==> src/rtl/dnt_pkg.sv <==
// Shared definitions for the drift-compensated nanosecond timer.
// Holds the write-address map used by the register write path.
package dnt_pkg;
    typedef enum logic [2:0] {
        ADR_ADDEND   = 3'd0,
        ADR_PERIOD   = 3'd1,
        ADR_PRESCALE = 3'd2,
        ADR_IVAL_A   = 3'd3,
        ADR_IVAL_B   = 3'd4,
        ADR_TIME     = 3'd5
    } dnt_addr_e;
endpackage

==> src/rtl/dnt_phase_acc.sv <==
// Fractional phase accumulator. Adds the addend on every reference cycle
// and flags a tick on each carry out of the top bit.
// Assumes the addend is already registered by the caller.
module dnt_phase_acc #(
    parameter int ACC_W = 32
) (
    input  logic             clk,
    input  logic             rst_n,
    input  logic [ACC_W-1:0] addend,
    output logic             tick
);
    logic [ACC_W-1:0] acc_q;
    logic [ACC_W:0]   sum;

    // Full-width sum, with the carry kept as the extra bit
    always_comb begin
        sum  = {1'b0, acc_q} + {1'b0, addend};
        tick = sum[ACC_W];
    end

    // Keep the fractional remainder each cycle
    always_ff @(posedge clk) begin
        if (!rst_n) acc_q <= '0;
        else        acc_q <= sum[ACC_W-1:0];
    end
endmodule

==> src/rtl/dnt_prescaler.sv <==
// Tick-driven prescaler: counts ticks modulo the prescale value and makes
// a divided clock that is high for the lower half of the count.
// Assumes the prescale value only changes together with a clear.
module dnt_prescaler #(
    parameter int PSC_W = 16
) (
    input  logic             clk,
    input  logic             rst_n,
    input  logic             tick,
    input  logic             clear,
    input  logic [PSC_W-1:0] prescale,
    output logic             out_clk
);
    logic [PSC_W-1:0] phase_q;
    logic [PSC_W:0]   phase_inc;

    // Next phase value before the wrap
    always_comb phase_inc = {1'b0, phase_q} + 1'b1;

    // Advance the phase on ticks and wrap at the prescale value
    always_ff @(posedge clk) begin
        if (!rst_n || clear)
            phase_q <= '0;
        else if (tick)
            phase_q <= (phase_inc >= {1'b0, prescale}) ? '0 : phase_inc[PSC_W-1:0];
    end

    // High in the lower half of each divided period
    always_comb out_clk = (phase_q < (prescale >> 1));

    // the phase never reaches the prescale value
    p_phase_bound_r9: assert property (@(posedge clk) disable iff (!rst_n)
        (prescale != '0) |-> (phase_q < prescale));
endmodule

==> src/rtl/dnt_interval_gen.sv <==
// Fixed-interval pulse generator. Counts down by the tick period on each
// tick, fires when less than one period remains, reloads, and stretches
// each firing into a pulse lasting max(prescale,1) ticks.
// Assumes an interval value of 0 means the generator is idle.
module dnt_interval_gen #(
    parameter int IVAL_W = 32,
    parameter int PER_W  = 8,
    parameter int PSC_W  = 16
) (
    input  logic              clk,
    input  logic              rst_n,
    input  logic              tick,
    input  logic              restart,
    input  logic [IVAL_W-1:0] reload_val,
    input  logic [IVAL_W-1:0] interval,
    input  logic [PER_W-1:0]  period,
    input  logic [PSC_W-1:0]  prescale,
    output logic              pulse
);
    logic [IVAL_W-1:0] cnt_q;
    logic [PSC_W-1:0]  hold_q;
    logic [IVAL_W-1:0] per_ext;
    logic              active;
    logic              fire;

    // Firing decision for this cycle
    always_comb begin
        per_ext = {{(IVAL_W-PER_W){1'b0}}, period};
        active  = (interval != '0);
        fire    = tick && !restart && active && (cnt_q < per_ext);
    end

    // Countdown with reload on firing or restart
    always_ff @(posedge clk) begin
        if (!rst_n)
            cnt_q <= '0;
        else if (restart)
            cnt_q <= reload_val;
        else if (tick && active)
            cnt_q <= (cnt_q < per_ext) ? interval : cnt_q - per_ext;
    end

    // Pulse width counter measured in ticks
    always_ff @(posedge clk) begin
        if (!rst_n || restart)
            hold_q <= '0;
        else if (fire)
            hold_q <= (prescale == '0) ? PSC_W'(1) : prescale;
        else if (tick && hold_q != '0)
            hold_q <= hold_q - 1'b1;
    end

    always_comb pulse = (hold_q != '0);

    // a firing is visible on the pulse in the next cycle
    p_fire_raises_r6: assert property (@(posedge clk) disable iff (!rst_n)
        fire |=> pulse);
    // a restart drops the pulse
    p_restart_quiet_r8: assert property (@(posedge clk) disable iff (!rst_n)
        restart |=> !pulse);
    // an idle generator cannot raise its pulse
    p_idle_no_rise_r7: assert property (@(posedge clk) disable iff (!rst_n)
        (!active && !restart) |=> !$rose(pulse));
endmodule

==> src/rtl/drift_ns_timer.sv <==
// Drift-compensated nanosecond timer. Holds the configuration registers and
// the 64-bit time value, and feeds the accumulator tick to the prescaler and
// to the two interval generators.
// Assumes one write per cycle; writes take effect at the edge that samples them.
module drift_ns_timer #(
    parameter int TIME_W = 64,
    parameter int ACC_W  = 32,
    parameter int PER_W  = 8,
    parameter int PSC_W  = 16,
    parameter int IVAL_W = 32
) (
    input  logic              clk,
    input  logic              rst_n,
    input  logic              wr_en,
    input  logic [2:0]        wr_addr,
    input  logic [TIME_W-1:0] wr_data,
    output logic [TIME_W-1:0] time_ns,
    output logic              out_clk,
    output logic              pulse_a,
    output logic              pulse_b
);
    import dnt_pkg::*;

    localparam int NUM_GEN = 2;

    logic [ACC_W-1:0]  addend_q;
    logic [PER_W-1:0]  period_q;
    logic [PSC_W-1:0]  prescale_q;
    logic [IVAL_W-1:0] ival_q [NUM_GEN];
    logic [TIME_W-1:0] time_q;
    logic              tick;
    logic              wr_time;
    logic              wr_psc;
    logic [NUM_GEN-1:0] wr_ival;
    logic [NUM_GEN-1:0] gen_pulse;

    // Decode the write strobe per target
    always_comb begin
        wr_time    = wr_en && (wr_addr == ADR_TIME);
        wr_psc     = wr_en && (wr_addr == ADR_PRESCALE);
        wr_ival[0] = wr_en && (wr_addr == ADR_IVAL_A);
        wr_ival[1] = wr_en && (wr_addr == ADR_IVAL_B);
    end

    // Scalar configuration registers
    always_ff @(posedge clk) begin
        if (!rst_n) begin
            addend_q   <= '0;
            period_q   <= '0;
            prescale_q <= '0;
        end else if (wr_en) begin
            if (wr_addr == ADR_ADDEND) addend_q   <= wr_data[ACC_W-1:0];
            if (wr_addr == ADR_PERIOD) period_q   <= wr_data[PER_W-1:0];
            if (wr_psc)                prescale_q <= wr_data[PSC_W-1:0];
        end
    end

    // Time value: a load wins over a tick in the same cycle
    always_ff @(posedge clk) begin
        if (!rst_n)
            time_q <= '0;
        else if (wr_time)
            time_q <= wr_data;
        else if (tick)
            time_q <= time_q + {{(TIME_W-PER_W){1'b0}}, period_q};
    end

    assign time_ns = time_q;

    dnt_phase_acc #(.ACC_W(ACC_W)) u_acc (
        .clk    (clk),
        .rst_n  (rst_n),
        .addend (addend_q),
        .tick   (tick)
    );

    dnt_prescaler #(.PSC_W(PSC_W)) u_psc (
        .clk      (clk),
        .rst_n    (rst_n),
        .tick     (tick),
        .clear    (wr_psc),
        .prescale (prescale_q),
        .out_clk  (out_clk)
    );

    for (genvar g = 0; g < NUM_GEN; g++) begin : g_ival
        logic              restart;
        logic [IVAL_W-1:0] reload;

        // Restart source and the value reloaded on restart
        always_comb begin
            restart = wr_time || wr_ival[g];
            reload  = wr_ival[g] ? wr_data[IVAL_W-1:0] : ival_q[g];
        end

        // Interval register for this generator
        always_ff @(posedge clk) begin
            if (!rst_n)          ival_q[g] <= '0;
            else if (wr_ival[g]) ival_q[g] <= wr_data[IVAL_W-1:0];
        end

        dnt_interval_gen #(.IVAL_W(IVAL_W), .PER_W(PER_W), .PSC_W(PSC_W)) u_gen (
            .clk        (clk),
            .rst_n      (rst_n),
            .tick       (tick),
            .restart    (restart),
            .reload_val (reload),
            .interval   (ival_q[g]),
            .period     (period_q),
            .prescale   (prescale_q),
            .pulse      (gen_pulse[g])
        );
    end

    assign pulse_a = gen_pulse[0];
    assign pulse_b = gen_pulse[1];

    // without a tick or a load the time value holds
    p_hold_no_tick_r2: assert property (@(posedge clk) disable iff (!rst_n)
        (!tick && !wr_time) |=> $stable(time_ns));
    // a tick advances the time value by the tick period
    p_tick_step_r2: assert property (@(posedge clk) disable iff (!rst_n)
        (tick && !wr_time) |=> (time_ns == $past(time_ns) + TIME_W'($past(period_q))));
    // a load is taken exactly, whatever the accumulator did
    p_time_load_r4: assert property (@(posedge clk) disable iff (!rst_n)
        wr_time |=> (time_ns == $past(wr_data)));
endmodule

==> config.mk <==
export PLATFORM = sky130hd
export DESIGN_NAME = drift_ns_timer
export DESIGN_NICKNAME = d
export VERILOG_FILES = /design/src/rtl/dnt_pkg.sv /design/src/rtl/dnt_phase_acc.sv /design/src/rtl/dnt_prescaler.sv /design/src/rtl/dnt_interval_gen.sv /design/src/rtl/drift_ns_timer.sv
export SDC_FILE = /design/constraint.sdc
export NUM_CORES = 1
export LEC_CHECK = 0
export ABC_AREA = 1
export BUFFER_PORTS_ARGS = -buffer_cell sky130_fd_sc_hd__buf_2
export CAP_MARGIN = 30
export CORE_MARGIN = 3
export CORE_UTILIZATION = 45
export CTS_CLUSTER_DIAMETER = 200
export DETAILED_ROUTE_END_ITERATION = 12
export GPL_TIMING_DRIVEN = 0
export MAX_ROUTING_LAYER = met4
export PLACE_DENSITY = 0.73
export SYNTH_ARGS = -nofsm -noshare
export SYNTH_HDL_FRONTEND = slang
export SYNTH_SLANG_ARGS = --single-unit
==> constraint.sdc <==
create_clock -name clk -period 3.9 [get_ports clk]
set_clock_uncertainty 0.2 [all_clocks]
set_input_delay 0.39 -clock clk [delete_from_list [all_inputs] [get_ports clk]]
set_output_delay 0.39 -clock clk [all_outputs]
set_load 0.01 [all_outputs]
After elaboration in Yosys (flattened, before gate mapping)
Memory sizes are Yosys's and may differ from the RTL's.
Cells that the tools add are included.
{ "word_totals": {"register_bits": 264, "latch_bits": 0, "mem_bits_rw": 64, "romBits": 0, "in_bits": 70, "output_inout_bits": 67, "word_cells": 90, "mem_count": 1} }
{ "memory_table": {"columns": ["name", "words", "width", "read_ports", "rd_clocked_by_memory_dff", "write_ports", "line_no", "rtl"], "rows": [
  ["ival_q", 2, 32, 2, 0, 2, "drift_ns_timer.sv:29", "logic [IVAL_W-1:0] ival_q [NUM_GEN];"]
]} }
{ "classes": {"n_addsub": 7, "multipliers": 0, "div": 0, "order_cmp": 4, "n_eq_ne": 5, "shift": 0, "n_mux": 25, "bitwise_logic": 2, "n_reduce_logical": 36} }
{ "op_table": {"columns": ["operator", "n"], "rows": [
  ["$mux W32", 10],
  ["$mux W64", 2],
  ["$mux W16", 6],
  ["$add A64 B8 Y64", 1],
  ["$lt A32 B8 Y1", 2],
  ["$reduce_bool A32 Y1", 2],
  ["$sub A32 B8 Y32", 2],
  ["$add A32 B32 Y33", 1],
  ["$reduce_bool A16 Y1", 2],
  ["$sub A16 B1 Y16 const B", 2],
  ["$add A16 B1 Y17 const B", 1],
  ["$ge A17 B16 Y1", 1],
  ["$logic_not A16 Y1", 1],
  ["$lt A16 B15 Y1", 1],
  ["$logic_and A1 B1 Y1", 14],
  ["$reduce_bool A2 Y1", 5],
  ["$mux W1", 7],
  ["$eq A3 B2 Y1 const B", 2],
  ["$eq A3 B3 Y1 const B", 2],
  ["$reduce_and A2 Y1", 3],
  ["$logic_or A1 B1 Y1", 5],
  ["$eq A3 B1 Y1 const B", 1],
  ["$logic_not A1 Y1", 3],
  ["$logic_not A3 Y1", 1],
  ["$or A1 B1 Y1", 2]
]} }

Logic depth before layout (Yosys ltp)
{ "depth": {"word_depth": 8, "ltp_mapped": 21, "mapped_depth_nobuf": 20} }

Hierarchy
Synthesis repeated with hierarchy kept, for this count alone.
{ "hier_totals": {"hier_cells": 3824, "hier_area_um2": 23850.4} }
{ "modules_own_cells": {"columns": ["mod", "n_inst", "cells_each", "area_each_um2", "seq_area_each_um2"], "rows": [
  ["drift_ns_timer", 1, 1459, 10141.0, 4324.1],
  ["dnt_interval_gen", 2, 763, 4327.9, 960.9],
  ["dnt_phase_acc", 1, 583, 3271.9, 640.6],
  ["dnt_prescaler", 1, 256, 1781.7, 320.3]
]} }

Worst setup path before layout
OpenSTA, ideal clock, no wires.
{ "synth_timing": {"kind": "register to register", "from": "reg u_psc.phase_q[0]", "to": "reg u_psc.phase_q[10]", "setup_ns": 0.070, "t_arrival_ns": 2.687, "required_time_ns": 3.630, "slack_ns": 0.943, "stages_incl_launch_ff": 21, "path_buffers": 1, "synth_period_minus_slack_ns": 2.957, "cell_sequence": "dfxtp_1 ha_1 nand3_1 inv_1 nand2_1 nor2_1 nand2_1 nor2_1 nand2_1 xor2_1 inv_1 ha_1 a21oi_1 o21a_1 nor2_1 nor2_1 nand2_1 nor2_2 buf_2 nand3_1 a21oi_1"} }
{ "synth_between": {"elab_chain_cells": 3} }
{ "synth_rtl": {"columns": ["element", "line_no", "rtl"], "rows": [
  ["from (decl)", "dnt_prescaler.sv:14", "logic [PSC_W-1:0] phase_q;"],
  ["from (signal assigned)", "dnt_prescaler.sv:25", "phase_q <= (phase_inc >= {1'b0, prescale}) ? '0 : phase_inc[PSC_W-1:0];"],
  ["$add A16 B1 Y17 *", "dnt_prescaler.sv:18", "always_comb phase_inc = {1'b0, phase_q} + 1'b1;"],
  ["$ge A17 B16 Y1", "dnt_prescaler.sv:25", null],
  ["$mux W16 *", "dnt_prescaler.sv:25", null]
]} }
Every way passes the cells marked *; elsewhere a longest branch is shown, timed or not.
A chain may end at the register's enable or synchronous reset.

Worst setup path after layout
{ "layout_timing": {"from": "reg u_psc.phase_q[0]", "to": "reg u_psc.phase_q[9]"} }
Same word-level chain as after synthesis.

==> out/metrics.yaml <==
synth_edf_count: 64
rsz0062_at_grt: "no"
reg2reg_depth: 19
cts.sinks: 328
seqCellArea_um2: 7210
dr.pass1.iters: 8
floorplan.initialDensity: 0.459
ys.flop_type: "dfxtp_1"
cp_max_fo: 10
crit_required_ps: 4210
drt-initial-drc-count: 3261
syn-cell-area_um2: 22700
root_buffer: "clkbuf_16"
fill_cells: 5006
pwr_density_cell_nw_per_um2: 364
dieArea_um2: 53100
setup_ws_ps: 333
setup_viol: 0
viasPerCell: 5.66
drive_gt1_frac: 0.0830
hold-worst-slack_ps: 20.1
synth_warnings: 0
antenna_found_initial: 1
place.gp.congestion: 1.09
min_period_ps: 3570
ys_ff_latch: 328
finalHoldViolations: 0
syn_to_final_growth_pct: 14.4
worst_pin_slew_ps: 1050
hold_path_class: "in2reg"
rows: 81
fp.dieH_um: 230
seqPwrFrac: 0.394
globalRouteTotalUtil: 0.322
htree_levels: 2
syn_area_per_cell_um2: 6.42
grt_pass1_vias: 22500
p_comb_frac: 0.195
cts_setup_buffers: 0
synthArstFlopShare: 0
die_w_um: 230
switchingPower_mw: 3.05
finalSetupTns_ps: 0
numCtsBuffers: 39
vias: 25100
nNetsFinal: 3906
drv_cap: 0
status: "finished clean"
crit_arrival_ps: 3880
leakage_nw: 11.9
synth.net_count: 3696
ys_seq_area_frac: 0.318
grt_max_degree: 22
internal-power_mw: 6.40
final_cells: 4439
netlist-cell-type-count: 53
grt_overflow: 0
grt_pass1_wl_um: 130000
hold_depth: 4
core-area_um2: 49400
rrSetupSlack_ps: 330
power_frac_clock: 0.412
timing.final.crit_share: 0.915
io_pins: 137
crit_type: "reg2reg"
cts_tree: "done"
crit_path_start_kind: "flip-flop"
final_core_util: 0.525
slew_headroom: 0.300
clk_latency_ps: 600
place_ws_ps: 233
cp-end-kind: "flip-flop"
cts_buffer_depth: 3
multi_input_area_um2: 13200
maxSlewViolCount: 0
clkTransAtPathRegs_ps: 60
irDropWorstVdd_v: 0.000318
swShare: 0.323
drc: 0
fmax_mhz: 280
wl_per_cell_um: 19.4
dp_hpwl_um: 66400
dp_cells: 4334
synth_cells: 3533
wl_um: 86000
numPortBuffers: 135
final_antenna_net_count: 0
==> metal layers <==
metal / GRT usage / vias to the layer above / routed length [µm] / share of wire
li1: - / 12100 / - / -
met1: 0.422 / 11300 / 34500 / 0.40
met2: 0.486 / 1479 / 37000 / 0.43
met4: 0.150 / 0 / 4550 / 0.053
met3: 0.0564 / 260 / 9980 / 0.12
met5: - / - / 0 / 0
==> power by group through the flow <==
stage	sequential [mW]	clock, mW	combinational, mW
2_1_floorplan	3.74	0	1.19
3_3_place_gp	3.78	0	1.72
3_5_place_dp	3.78	0	1.74
4_1_cts	3.71	3.91	1.77
5_1_grt	3.73	4.03	2.00
6_report	3.72	3.89	1.84
==> synth_stat cells, drive strengths merged, types with 45 or more instances <==
cell type	number	share of area
a21oi	286	0.063
nand2	833	0.14
inv	437	0.072
o21ai	318	0.071
buf	45	0.013
clkbuf	77	0.013
xor2	65	0.025
nand3	295	0.067
nor2	465	0.078
ha	89	0.049
nor3	62	0.015
edfxtp	64	0.085
nand4	78	0.022
dfxtp	264	0.23
==> worst paths after layout <==
| kind | startpoint | to |
|---|---|---|
| setup / recovery | u_psc.phase_q[0] | u_psc.phase_q[9] |
| hold / removal | wr_data[55] | time_ns[55] |
| setup reg to reg | u_psc.phase_q[0] | u_psc.phase_q[9] |
| hold reg to reg | g_ival[1].u_gen.cnt_q[22] | g_ival[1].u_gen.cnt_q[22] |
==> cells in the final DEF, fill, tap and decap left out, drive strengths merged, types with 3 or more instances in the layout <==
cell / Yosys / layout
o211ai: 14 / 14
nor3b: 6 / 6
o21a: 9 / 9
xnor2: 19 / 19
nand2: 833 / 833
a31oi: 15 / 15
buf: 45 / 182
nor3: 62 / 62
edfxtp: 64 / 64
dlygate4sd3: 0 / 32
or2: 19 / 19
inv: 437 / 439
o21ai: 318 / 318
nand4: 78 / 78
a21oi: 286 / 286
fa: 4 / 4
clkbuf: 77 / 129
nand3b: 15 / 15
clkinvlp: 0 / 4
o21bai: 10 / 10
nor2: 465 / 465
and2: 3 / 3
bufinv: 0 / 3
a21o: 5 / 5
o22ai: 9 / 9
ha: 89 / 89
dfxtp: 264 / 264
clkinv: 3 / 13
a21boi: 3 / 3
nor4: 14 / 14
nand3: 295 / 295
xor2: 65 / 65
==> metrics by stage <==
step                instance area [µm²]  power, mW
floorplan                         22700       4.93
global placement                  24200       5.51
detailed placement                24200       5.52
CTS                               25900       9.39
global route                      25900       9.76
finish                            25900       9.45
==> registers in the layout, indices dropped and copies added (netlist names) <==
register,flops
period_q,8
time_ns,64
u_psc.phase_q,16
u_acc.acc_q,32
prescale_q,16
g_ival.u_gen.cnt_q,64
addend_q,32
ival_q,64
g_ival.u_gen.hold_q,32
==> final cells by class <==
class                           instances  area share
Multi-Input combinational cell       2643       0.510
Inverter                              440      0.0638
Antenna cell                            2    0.000193
Tap cell                              664      0.0321
Clock inverter                         19     0.00965
Timing Repair Buffer                  169      0.0405
Buffer                                122      0.0229
Clock buffer                           52      0.0427
Sequential cell                       328       0.278
==> critical path, stage by stage (launching register included) <==
cell	delay [ps]
dfxtp_1	440
ha_1	220
nand3_1	120
inv_1	100
nand2_1	50
nor2_1	160
nand2_1	100
nor2_1	220
xor2_1	290
inv_1	80
ha_1	310
a21oi_1	140
o21a_1	130
nor2_1	40
nor2_1	90
nand2_1	100
nor2_4	180
buf_2	260
nand3_1	120
a21oi_1	150
==> what timing repair did <==
item                                   in CTS  in global routing
hold buffers                               32                  0
setup endpoints to repair                   0                 10
endpoints found under the hold margin      32                  0
resized for setup                           0                  1
==> kinds of logic after synthesis <==
group | count (synthesis) | synth area share
adders and majority gates | 93 | 0.0527
AOI/OAI and AO/OA | 674 | 0.157
xor gates and xnor gates | 84 | 0.0325
DFF | 328 | 0.318
and+or+nand+nor | 1792 | 0.341
buffers and inverters | 562 | 0.0991
No activity file was read; power rests on OpenSTA's default activity.
